`src/rtl/pdc_pkg.sv`:
```
package pdc_pkg;
  typedef enum logic [3:0] {
    RG_RX_PTR  = 4'd0,
    RG_RX_CNT  = 4'd1,
    RG_RX_NPTR = 4'd2,
    RG_RX_NCNT = 4'd3,
    RG_TX_PTR  = 4'd4,
    RG_TX_CNT  = 4'd5,
    RG_TX_NPTR = 4'd6,
    RG_TX_NCNT = 4'd7,
    RG_CTRL    = 4'd8,
    RG_STAT    = 4'd9
  } reg_ofs_e;

  localparam int CTL_RX_EN  = 0;
  localparam int CTL_RX_DIS = 1;
  localparam int CTL_TX_EN  = 2;
  localparam int CTL_TX_DIS = 3;

  function automatic logic [2:0] size_step(input logic [1:0] sz);
    case (sz)
      2'd0:    size_step = 3'd1;
      2'd1:    size_step = 3'd2;
      default: size_step = 3'd4;
    endcase
  endfunction
endpackage

```
`src/rtl/pdc_chan.sv`:
```
module pdc_chan #(
  parameter int  AW    = 32,
  parameter int  DW    = 32,
  parameter int  CW    = 16,
  parameter bit  IS_RX = 1'b1
) (
  input  logic          clk,
  input  logic          rst,
  input  logic          en,
  input  logic [AW-1:0] step,
  input  logic          trig,
  input  logic [DW-1:0] din,
  input  logic          wr_ptr,
  input  logic          wr_cnt,
  input  logic          wr_nptr,
  input  logic          wr_ncnt,
  input  logic [31:0]   wdata,
  input  logic          ack,
  output logic [AW-1:0] ptr,
  output logic [CW-1:0] cnt,
  output logic [AW-1:0] nptr,
  output logic [CW-1:0] ncnt,
  output logic          req,
  output logic [AW-1:0] addr,
  output logic [DW-1:0] dout,
  output logic          strobe
);
  logic          issue;
  logic          done;
  logic [AW-1:0] ptr_a, nptr_a;
  logic [CW-1:0] cnt_a, ncnt_a;
  logic          reload;

  assign issue = en && (cnt != '0) && !req && trig;
  assign done  = ack && req;

  always_comb begin
    ptr_a  = wr_ptr  ? AW'(wdata) : (done ? ptr + step : ptr);
    cnt_a  = wr_cnt  ? CW'(wdata) : ((done && cnt != '0) ? cnt - CW'(1) : cnt);
    nptr_a = wr_nptr ? AW'(wdata) : nptr;
    ncnt_a = wr_ncnt ? CW'(wdata) : ncnt;
    reload = (cnt_a == '0) && (ncnt_a != '0);
  end

  always_ff @(posedge clk) begin
    if (rst) begin
      ptr  <= '0;
      cnt  <= '0;
      nptr <= '0;
      ncnt <= '0;
      req  <= 1'b0;
      addr <= '0;
    end else begin
      nptr <= nptr_a;
      if (reload) begin
        ptr  <= nptr_a;
        cnt  <= ncnt_a;
        ncnt <= '0;
      end else begin
        ptr  <= ptr_a;
        cnt  <= cnt_a;
        ncnt <= ncnt_a;
      end
      if (done)       req <= 1'b0;
      else if (issue) req <= 1'b1;
      if (issue) addr <= ptr;
    end
  end

  generate
    if (IS_RX) begin : g_rx
      always_ff @(posedge clk) begin
        if (rst) begin
          dout   <= '0;
          strobe <= 1'b0;
        end else begin
          strobe <= issue;
          if (issue) dout <= din;
        end
      end
    end else begin : g_tx
      always_ff @(posedge clk) begin
        if (rst) begin
          dout   <= '0;
          strobe <= 1'b0;
        end else begin
          strobe <= done;
          if (done) dout <= din;
        end
      end
    end
  endgenerate

  // an outstanding request keeps its address and data
  p_hold_req_r9: assert property (@(posedge clk) disable iff (rst)
    req && !ack |=> req && $stable(addr) && $stable(dout));
  // count drops by one per completed transfer
  p_dec_r3: assert property (@(posedge clk) disable iff (rst)
    done && !wr_cnt && cnt > CW'(1) |=> cnt == $past(cnt) - CW'(1));
  // no request starts while disabled or drained
  p_quiet_r3: assert property (@(posedge clk) disable iff (rst)
    !req && (cnt == '0 || !en) |=> !req);
  // address steps by the transfer size
  p_step_r2: assert property (@(posedge clk) disable iff (rst)
    done && !wr_ptr && !wr_cnt && cnt > CW'(1) |=> ptr == $past(ptr) + $past(step));
  // queued buffer takes over on the final transfer
  p_reload_r4: assert property (@(posedge clk) disable iff (rst)
    done && cnt == CW'(1) && ncnt != '0 && !wr_ptr && !wr_cnt && !wr_nptr && !wr_ncnt
    |=> cnt == $past(ncnt) && ncnt == '0 && ptr == $past(nptr));
endmodule

```
`src/rtl/pdc_arb.sv`:
```
module pdc_arb #(
  parameter int AW = 32,
  parameter int DW = 32
) (
  input  logic          clk,
  input  logic          rst,
  input  logic          rx_req,
  input  logic [AW-1:0] rx_addr,
  input  logic [DW-1:0] rx_data,
  input  logic          tx_req,
  input  logic [AW-1:0] tx_addr,
  input  logic [DW-1:0] tx_data,
  input  logic          mem_ack,
  output logic          mem_req,
  output logic          mem_we,
  output logic [AW-1:0] mem_addr,
  output logic [DW-1:0] mem_wdata,
  output logic          rx_ack,
  output logic          tx_ack
);
  logic [1:0] owner;  // bit0 rx, bit1 tx

  always_ff @(posedge clk) begin
    if (rst) begin
      owner <= 2'b00;
    end else if (owner == 2'b00) begin
      if (rx_req)      owner <= 2'b01;
      else if (tx_req) owner <= 2'b10;
    end else if (mem_ack) begin
      owner <= 2'b00;
    end
  end

  assign mem_req   = |owner;
  assign mem_we    = owner[0];
  assign mem_addr  = owner[1] ? tx_addr : rx_addr;
  assign mem_wdata = owner[1] ? tx_data : rx_data;
  assign rx_ack    = mem_ack && owner[0];
  assign tx_ack    = mem_ack && owner[1];

  p_one_owner_r9: assert property (@(posedge clk) disable iff (rst) $onehot0(owner));
  p_port_hold_r9: assert property (@(posedge clk) disable iff (rst)
    mem_req && !mem_ack |=> mem_req && $stable(mem_addr) && $stable(mem_we) && $stable(mem_wdata));
  p_rx_first_r9: assert property (@(posedge clk) disable iff (rst)
    !mem_req && rx_req && tx_req |=> mem_req && mem_we);
endmodule

```
`src/rtl/pdc_pair.sv`:
```
module pdc_pair #(
  parameter int AW = 32,
  parameter int DW = 32,
  parameter int CW = 16
) (
  input  logic          clk,
  input  logic          rst,
  input  logic [1:0]    cfg_size,
  input  logic          reg_we,
  input  logic [3:0]    reg_addr,
  input  logic [31:0]   reg_wdata,
  output logic [31:0]   reg_rdata,
  input  logic          rx_ready,
  input  logic [DW-1:0] rx_data,
  output logic          rx_pop,
  input  logic          tx_ready,
  output logic [DW-1:0] tx_data,
  output logic          tx_valid,
  output logic          mem_req,
  output logic          mem_we,
  output logic [AW-1:0] mem_addr,
  output logic [DW-1:0] mem_wdata,
  input  logic          mem_ack,
  input  logic [DW-1:0] mem_rdata,
  output logic          rx_end,
  output logic          rx_full,
  output logic          tx_end,
  output logic          tx_empty
);
  import pdc_pkg::*;

  logic [AW-1:0] step;
  logic          rx_en, tx_en, ctl_wr;
  logic [AW-1:0] rx_ptr, rx_nptr, tx_ptr, tx_nptr, rx_addr, tx_addr;
  logic [CW-1:0] rx_cnt, rx_ncnt, tx_cnt, tx_ncnt;
  logic          rx_req, tx_req, rx_ack, tx_ack;
  logic [DW-1:0] rx_dout;

  assign step   = AW'(size_step(cfg_size));
  assign ctl_wr = reg_we && (reg_addr == RG_CTRL);

  always_ff @(posedge clk) begin
    if (rst) begin
      rx_en <= 1'b0;
      tx_en <= 1'b0;
    end else if (ctl_wr) begin
      if (reg_wdata[CTL_RX_DIS])     rx_en <= 1'b0;
      else if (reg_wdata[CTL_RX_EN]) rx_en <= 1'b1;
      if (reg_wdata[CTL_TX_DIS])     tx_en <= 1'b0;
      else if (reg_wdata[CTL_TX_EN]) tx_en <= 1'b1;
    end
  end

  pdc_chan #(.AW(AW), .DW(DW), .CW(CW), .IS_RX(1'b1)) u_rx (
    .clk(clk), .rst(rst), .en(rx_en), .step(step), .trig(rx_ready), .din(rx_data),
    .wr_ptr (reg_we && reg_addr == RG_RX_PTR),
    .wr_cnt (reg_we && reg_addr == RG_RX_CNT),
    .wr_nptr(reg_we && reg_addr == RG_RX_NPTR),
    .wr_ncnt(reg_we && reg_addr == RG_RX_NCNT),
    .wdata(reg_wdata), .ack(rx_ack),
    .ptr(rx_ptr), .cnt(rx_cnt), .nptr(rx_nptr), .ncnt(rx_ncnt),
    .req(rx_req), .addr(rx_addr), .dout(rx_dout), .strobe(rx_pop));

  pdc_chan #(.AW(AW), .DW(DW), .CW(CW), .IS_RX(1'b0)) u_tx (
    .clk(clk), .rst(rst), .en(tx_en), .step(step), .trig(tx_ready), .din(mem_rdata),
    .wr_ptr (reg_we && reg_addr == RG_TX_PTR),
    .wr_cnt (reg_we && reg_addr == RG_TX_CNT),
    .wr_nptr(reg_we && reg_addr == RG_TX_NPTR),
    .wr_ncnt(reg_we && reg_addr == RG_TX_NCNT),
    .wdata(reg_wdata), .ack(tx_ack),
    .ptr(tx_ptr), .cnt(tx_cnt), .nptr(tx_nptr), .ncnt(tx_ncnt),
    .req(tx_req), .addr(tx_addr), .dout(tx_data), .strobe(tx_valid));

  pdc_arb #(.AW(AW), .DW(DW)) u_arb (
    .clk(clk), .rst(rst),
    .rx_req(rx_req), .rx_addr(rx_addr), .rx_data(rx_dout),
    .tx_req(tx_req), .tx_addr(tx_addr), .tx_data(tx_data),
    .mem_ack(mem_ack), .mem_req(mem_req), .mem_we(mem_we),
    .mem_addr(mem_addr), .mem_wdata(mem_wdata), .rx_ack(rx_ack), .tx_ack(tx_ack));

  always_ff @(posedge clk) begin
    if (rst) begin
      reg_rdata <= '0;
    end else begin
      case (reg_addr)
        RG_RX_PTR:  reg_rdata <= 32'(rx_ptr);
        RG_RX_CNT:  reg_rdata <= 32'(rx_cnt);
        RG_RX_NPTR: reg_rdata <= 32'(rx_nptr);
        RG_RX_NCNT: reg_rdata <= 32'(rx_ncnt);
        RG_TX_PTR:  reg_rdata <= 32'(tx_ptr);
        RG_TX_CNT:  reg_rdata <= 32'(tx_cnt);
        RG_TX_NPTR: reg_rdata <= 32'(tx_nptr);
        RG_TX_NCNT: reg_rdata <= 32'(tx_ncnt);
        RG_STAT:    reg_rdata <= {30'd0, tx_en, rx_en};
        default:    reg_rdata <= '0;
      endcase
    end
  end

  assign rx_end   = (rx_cnt == '0);
  assign rx_full  = (rx_cnt == '0) && (rx_ncnt == '0);
  assign tx_end   = (tx_cnt == '0);
  assign tx_empty = (tx_cnt == '0) && (tx_ncnt == '0);

  // disable bit dominates
  p_dis_wins_r6: assert property (@(posedge clk) disable iff (rst)
    ctl_wr && reg_wdata[CTL_RX_DIS] |=> !rx_en);
  // an in-flight request survives a disable
  p_flight_r7: assert property (@(posedge clk) disable iff (rst)
    rx_req && !rx_ack && ctl_wr && reg_wdata[CTL_RX_DIS] |=> rx_req);
endmodule

```
`config.mk`:
```
export PLATFORM = sky130hd
export DESIGN_NAME = pdc_pair
export DESIGN_NICKNAME = d
export VERILOG_FILES = /design/src/rtl/pdc_pkg.sv /design/src/rtl/pdc_chan.sv /design/src/rtl/pdc_arb.sv /design/src/rtl/pdc_pair.sv
export SDC_FILE = /design/constraint.sdc
export NUM_CORES = 1
export LEC_CHECK = 0
export ABC_AREA = 1
export BUFFER_PORTS_ARGS = -buffer_cell sky130_fd_sc_hd__buf_2
export CAP_MARGIN = 25
export CORE_MARGIN = 3
export CORE_UTILIZATION = 53
export DETAILED_ROUTE_END_ITERATION = 8
export PLACE_DENSITY = 0.7
export SYNTH_ARGS = -nofsm -noshare
export SYNTH_HDL_FRONTEND = slang
export SYNTH_SLANG_ARGS = --single-unit
```
`constraint.sdc`:
```
create_clock -name clk -period 5.7 [get_ports clk]
set_clock_uncertainty 0.15 [all_clocks]
set_input_delay 0.57 -clock clk [delete_from_list [all_inputs] [get_ports clk]]
set_output_delay 0.57 -clock clk [all_outputs]
set_load 0.02 [all_outputs]
```
Word level (Yosys, flattened, before mapping). Index checks and enable logic that the tools add are counted.

Output and inout port bits: 136. Register bits: 360. Logic and storage cells: 116. Bits of input ports: 108.

Equality and inequality tests: 11. Reduce and logical (&&, ||, !) cells: 53. Mux-type cells: 28. Add/subtract/negate cells: 4.

Operators by type and width (number): 2-to-1 mux 32 bit (10); one-hot mux 32 bit (9 select lines) (1); 2-to-1 mux 16 bit (8); zero test 16 bit (6); adder 32 x 3 -> 32 bit (2); nonzero test 16 bit (4); subtractor 16 x 1 -> 16 bit, second input constant (2); logical AND 1 bit (25); equality test 4 x 3 -> 1 bit, second input constant (4); OR reduction 2 bit (5); equality test 4 x 2 -> 1 bit, second input constant (2); equality test 4 bit, second input constant (2); 2-to-1 mux 2 bit (4); one-hot mux 3 bit (2 select lines) (1); AND reduction 2 bit (3); nonzero test 2 bit (3); nonzero test 3 bit (2); equality test 4 x 1 -> 1 bit, second input constant (1); zero test 2 bit (2); zero test 4 bit (1); 2-to-1 mux 1 bit (4); inequality test 3 bit, second input constant (1); equality test 2 x 1 -> 1 bit, second input constant (1); zero test 1 bit (2).

Longest topological paths before layout.
Depth in word-level cells: 8. Mapped depth: 22. Gate-level depth less buffers: 20.

Cells and area by module. From an unflattened synthesis, not the netlist that was laid out.

Cell total of the unflattened synthesis: 3709. Area, all modules: 22454.0 um2.

Modules (own cells, without submodules): pdc_chan (u_tx) (cells an instance 1496, area each 9419.0 um2, instances 1); pdc_chan (u_rx) (cells an instance 1477, area each 9270.1 um2, instances 1); pdc_pair (cells an instance 509, area each 2805.2 um2, instances 1); pdc_arb (cells an instance 227, area each 959.7 um2, instances 1).

Least setup slack after synthesis. OpenSTA, ideal clock, no wires.

Kind: input-to-reg. From: input port cfg_size[0]. To: register u_tx.ptr[16]. Buffers on the path: 0. Library setup time: 0.064 ns. Cell stages on the path: 20. Setup slack: 2.581 ns. Arrival time: 2.905 ns. Data required time: 5.486 ns. Cell sequence: nor2_1 -> ha_1 -> inv_1 -> fa_1 -> inv_1 -> nand2_1 -> a21oi_2 -> nand2_1 -> nor2_1 -> inv_1 -> nor2_1 -> nand2_1 -> nor2_1 -> xor2_1 -> nand2_1 -> nand3_1 -> nand2_1 -> nand2_1 -> clkinv_1 -> nor2_1.

Cells in the longest elaborated chain, start to end: 6.

RTL lines: start, declared (RTL line pdc_pair.sv:8) `input logic [1:0] cfg_size,`; equality test 2 x 1 -> 1 bit / zero test 2 bit (equally long branches) (RTL line pdc_pkg.sv:21) `case (sz)`; one-hot mux 3 bit (2 select lines) (*) (RTL line pdc_pkg.sv:21); adder 32 x 3 -> 32 bit (*) (RTL line pdc_chan.sv:38) `ptr_a = wr_ptr ? AW'(wdata) : (done ? ptr + step : ptr);`; 2-to-1 mux 32 bit (*) (2 in a row) (RTL line pdc_chan.sv:38); 2-to-1 mux 32 bit (*) (RTL line pdc_chan.sv:55) `if (reload) begin`; end signal, assigned (RTL line pdc_chan.sv:56) `ptr <= nptr_a;`; end signal, assigned (RTL line pdc_chan.sv:60) `ptr <= ptr_a;`; end, declared (RTL line pdc_chan.sv:19) `output logic [AW-1:0] ptr,`.

Mark *: on every way between the ends. The rest lies on a longest branch, timed or not. The select of a mux whose other input is x is not followed. A chain may end at the register's enable or synchronous reset.

Worst setup path in the final report.
From: register u_arb.owner[1]. To: register u_tx.ptr[30].

Cells in the longest elaborated chain, start to end: 8.

RTL lines: start, declared (RTL line pdc_arb.sv:21) `logic [1:0] owner;`; start signal, assigned (RTL line pdc_arb.sv:25) `owner <= 2'b00;`; start signal, assigned (RTL line pdc_arb.sv:27) `if (rx_req) owner <= 2'b01;`; start signal, assigned (RTL line pdc_arb.sv:28) `else if (tx_req) owner <= 2'b10;`; logical AND 1 bit (*) (RTL line pdc_arb.sv:39) `assign tx_ack = mem_ack && owner[1];`; logical AND 1 bit (*) (RTL line pdc_chan.sv:35) `assign done = ack && req;`; logical AND 1 bit (RTL line pdc_chan.sv:39) `cnt_a = wr_cnt ? CW'(wdata) : ((done && cnt != '0) ? cnt - CW'(1) : cnt);`; 2-to-1 mux 16 bit (2 in a row) (RTL line pdc_chan.sv:39); zero test 16 bit (RTL line pdc_chan.sv:42) `reload = (cnt_a == '0) && (ncnt_a != '0);`; logical AND 1 bit (RTL line pdc_chan.sv:42); nonzero test 3 bit (no source line) / 2-to-1 mux 32 bit (equally long branches).

Mark *: on every way between the ends. The rest lies on a longest branch, timed or not.

==> results.tsv <==
stage	metric	value	unit
worst_setup_path	crit_slowest_cell	nand3_4	
grt	grt_pass1_vias	20800	
sta	fin_crit_sh	0.744	
sta	period_needed	4.24	ns
finish	finalInstanceArea	0.0229	mm2
clocking	cts_setup_buffers	0	
power_and_ir_drop	peakVddDrop	0.000574	V
route	ant_nets	0	
clocking	cts_resized	0	
finish	seq_area	0.00721	mm2
worst_setup_path	r2r_end	u_tx.ptr[30]	
logic_synthesis	synth_top_flop_cell	dfxtp_1	
finish	antenna_cells	0	
route	vias	22800	
die	start_util	0.544	
finish	multi_input_area	0.0107	mm2
sta	maxSlewHeadroom	0.280	
route	viasPerCell	5.83	
die	die_y	201	um
route	postRouteWirelength	82800	um
sta	drv_slew	0	
worst_setup_path	r2r_setup_slack	1.46	ns
worst_setup_path	crit_chain	buf_4, inv_2, nor3_4, nand2_4, inv_2, o211ai_1, nand2_1, nand3_1, nor2_4, nand3_4, nand2_1, inv_2, nor2_1, nor2_1	
clocking	cts_hold_buffers	0	
power_and_ir_drop	p_leak	0.0117	uW
logic_synthesis	syn_nets	3344	
logic_synthesis	ys_async_sr_fraction	0	
worst_setup_path	path_delay_family	simple AND/OR/NAND/NOR gates	
finish	fill_cells	3660	
worst_setup_path	rr_worst_depth	14	
die	die_width	201	um
logic_synthesis	yosysUniqueCellTypes	52	
sta	setup_violations	0	
die	fp.dieArea	0.0405	mm2
sta	fmax	0.236	GHz
grt	grt_pass1_wl	124000	um
clocking	cts_tree	yes	
sta	hold_violations	0	
grt	overflow	0	
run	max_cap_violations	0	
route	drc	0	
outcome	status	finished, final reports clean	
worst_setup_path	worst_path_largest_cell_delay	0.72	ns
grt	antenna_found_initial	2	
placed_design	dpl.hpwl	60700	um
hold_path	min_path_cells	3	
clocking	clockRootBuffer	clkbuf_16	
worst_setup_path	r2r-start	u_arb.owner[1]	
worst_setup_path	critical_path_required	6.03	ns
route	wl_per_cell	21.2	um
clocking	cts-buffers-inserted	40	
grt	grt_max_degree	130	
die	io_pins	244	
placed_design	routabilityCongestion	1.02	
logic_synthesis	ys_ff_latch	360	
finish	mostFrequentLayoutCell	nand2_1	
power_and_ir_drop	p_per_area	426	mW/mm2
hold_path	hold_path_end	u_tx.dout[15]	
die	core_area	0.0371	mm2
logic_synthesis	ys_seq_area_frac	0.357	
clocking	clk_latency	0.59	ns
logic_synthesis	syn_area_per_cell	6.27	um2
route	first_iter_violations	3089	
worst_setup_path	cp_num_buf_inv	4	
clocking	cts.sinks	360	
finish	final_cell_mix	nand2_1 (917), nor2_1 (404), inv_1 (403), dfxtp_1 (360), o21ai_0 (266)	
grt	grt.total_usage	0.390	
finish	nNetsFinal	3495	
logic_synthesis	synth_area	0.0202	mm2
finish	synthToLayoutAreaGrowth	13.3	%
sta	tns	0	ns
sta	rsz0062_at_grt	false	
clocking	ctsHtreeMaxLevel	2	
placed_design	placed_area	0.0216	mm2
finish	drive_above_1_share	0.120	
route	first_pass_iters	6	
worst_setup_path	path_class	reg -> reg	
worst_setup_path	arrival	4.57	ns
sta	tightest_slew	1.07	ns
worst_setup_path	cp-end-kind	flop	
worst_setup_path	path_max_fanout	58	
logic_synthesis	synthCells	3224	
worst_setup_path	crit_path_start_kind	flop	
logic_synthesis	synth-edff-count	0	
clocking	path_clk_slew	0.06	ns
die	rows	70	
logic_synthesis	ys_warn_count	0	
worst_setup_path	crit_top_cell	inv_2	
hold_path	hp-class	in -> reg	
clocking	clockBufferDepth	3	
placed_design	io_buffer_count	243	
hold_path	min-delay-start	mem_rdata[15]	
final cells by class:
| cell class | count | share of cell area |
|---|---|---|
| multi-input cells | 2276 | 0.466 |
| flip-flops and latches | 360 | 0.315 |
| clock inverters | 14 | 0.00727 |
| clock buffers | 59 | 0.0517 |
| repair buffers | 271 | 0.0624 |
| well taps | 504 | 0.0275 |
| inverters | 426 | 0.0700 |
tightest hold or removal path, cell delays in order:
cell,delay [ns]
buf_2,0.08
nand2_1,0.04
o21ai_0,0.05
power by group:
group | total (uW) | internal (uW) | switching, uW
combinational | 3940 | 1080 | 2870
clock | 2690 | 1550 | 1140
sequential | 3130 | 2790 | 339
total | 9760 | 5410 | 4350
cells by family (layout without fill, tap and decap cells):
logic type	Yosys count	after routing	share of synthesized area
buf+inv	588	770	0.115
simple gates	1671	1671	0.347
xor+xnor	40	40	0.0173
flops	360	360	0.357
mux	4	4	0.00198
fa+ha+maj	12	12	0.00817
compound gates	549	549	0.154
worst max-delay path by stage:
| stage | endpoint | from | cells past startpoint |
|---|---|---|---|
| final | u_tx.ptr[30] | u_arb.owner[1] | 14 |
| after global routing | u_tx.ptr[31] | u_arb.owner[1] | 14 |
| after CTS | u_tx.ptr[30] | u_arb.owner[1] | 14 |
| after detailed placement | u_tx.ptr[30] | reg_we | 16 |
| after global placement | u_rx.ptr[3] | reg_addr[1] | 17 |
| after floorplan | u_tx.ptr[16] | cfg_size[0] | 20 |
routing by layer:
metal	part of all wire	wire length [um]	global-route usage
met4	0.049	4030	0.164
met3	0.12	9610	0.0793
met2	0.43	35400	0.594
met1	0.41	33700	0.540
met5	0.00039	32	0
Yosys cell counts, types with 7 or more instances:
cell | n | area (um2)
nor2_4 | 8 | 90.1
clkbuf_1 | 109 | 409
buf_2 | 34 | 170
a21oi_1 | 119 | 596
a221oi_1 | 32 | 280
nor4_1 | 14 | 87.6
o211ai_1 | 34 | 255
nand3_1 | 162 | 811
nor2b_1 | 13 | 81.3
or2_2 | 13 | 81.3
nor3_1 | 33 | 165
nor2_1 | 406 | 1520
inv_1 | 405 | 1520
ha_1 | 10 | 125
dfxtp_1 | 360 | 7210
nor2_2 | 13 | 81.3
nand4_1 | 65 | 407
buf_6 | 8 | 90.1
o22ai_1 | 44 | 275
inv_2 | 14 | 52.6
xor2_1 | 37 | 324
o21ai_0 | 266 | 1330
clkinv_1 | 7 | 26.3
o21ai_1 | 24 | 120
nand2_1 | 918 | 3450
per-stage QoR:
step           power (uW)  hold WS [ns]  cells  utilization  setup slack (ns)
2_1_floorplan        5860         0.305   3224            -              2.58
3_3_place_gp         6910         0.315   3837        0.580              1.10
3_5_place_dp         6970         0.322   3837        0.580              1.11
4_1_cts              9640        0.0255   3910        0.617              1.58
5_1_grt             10300        0.0387   3910        0.617              1.18
6_report             9760        0.0357   3910        0.617              1.46
Note: power is estimated with default switching activity, not from simulation.
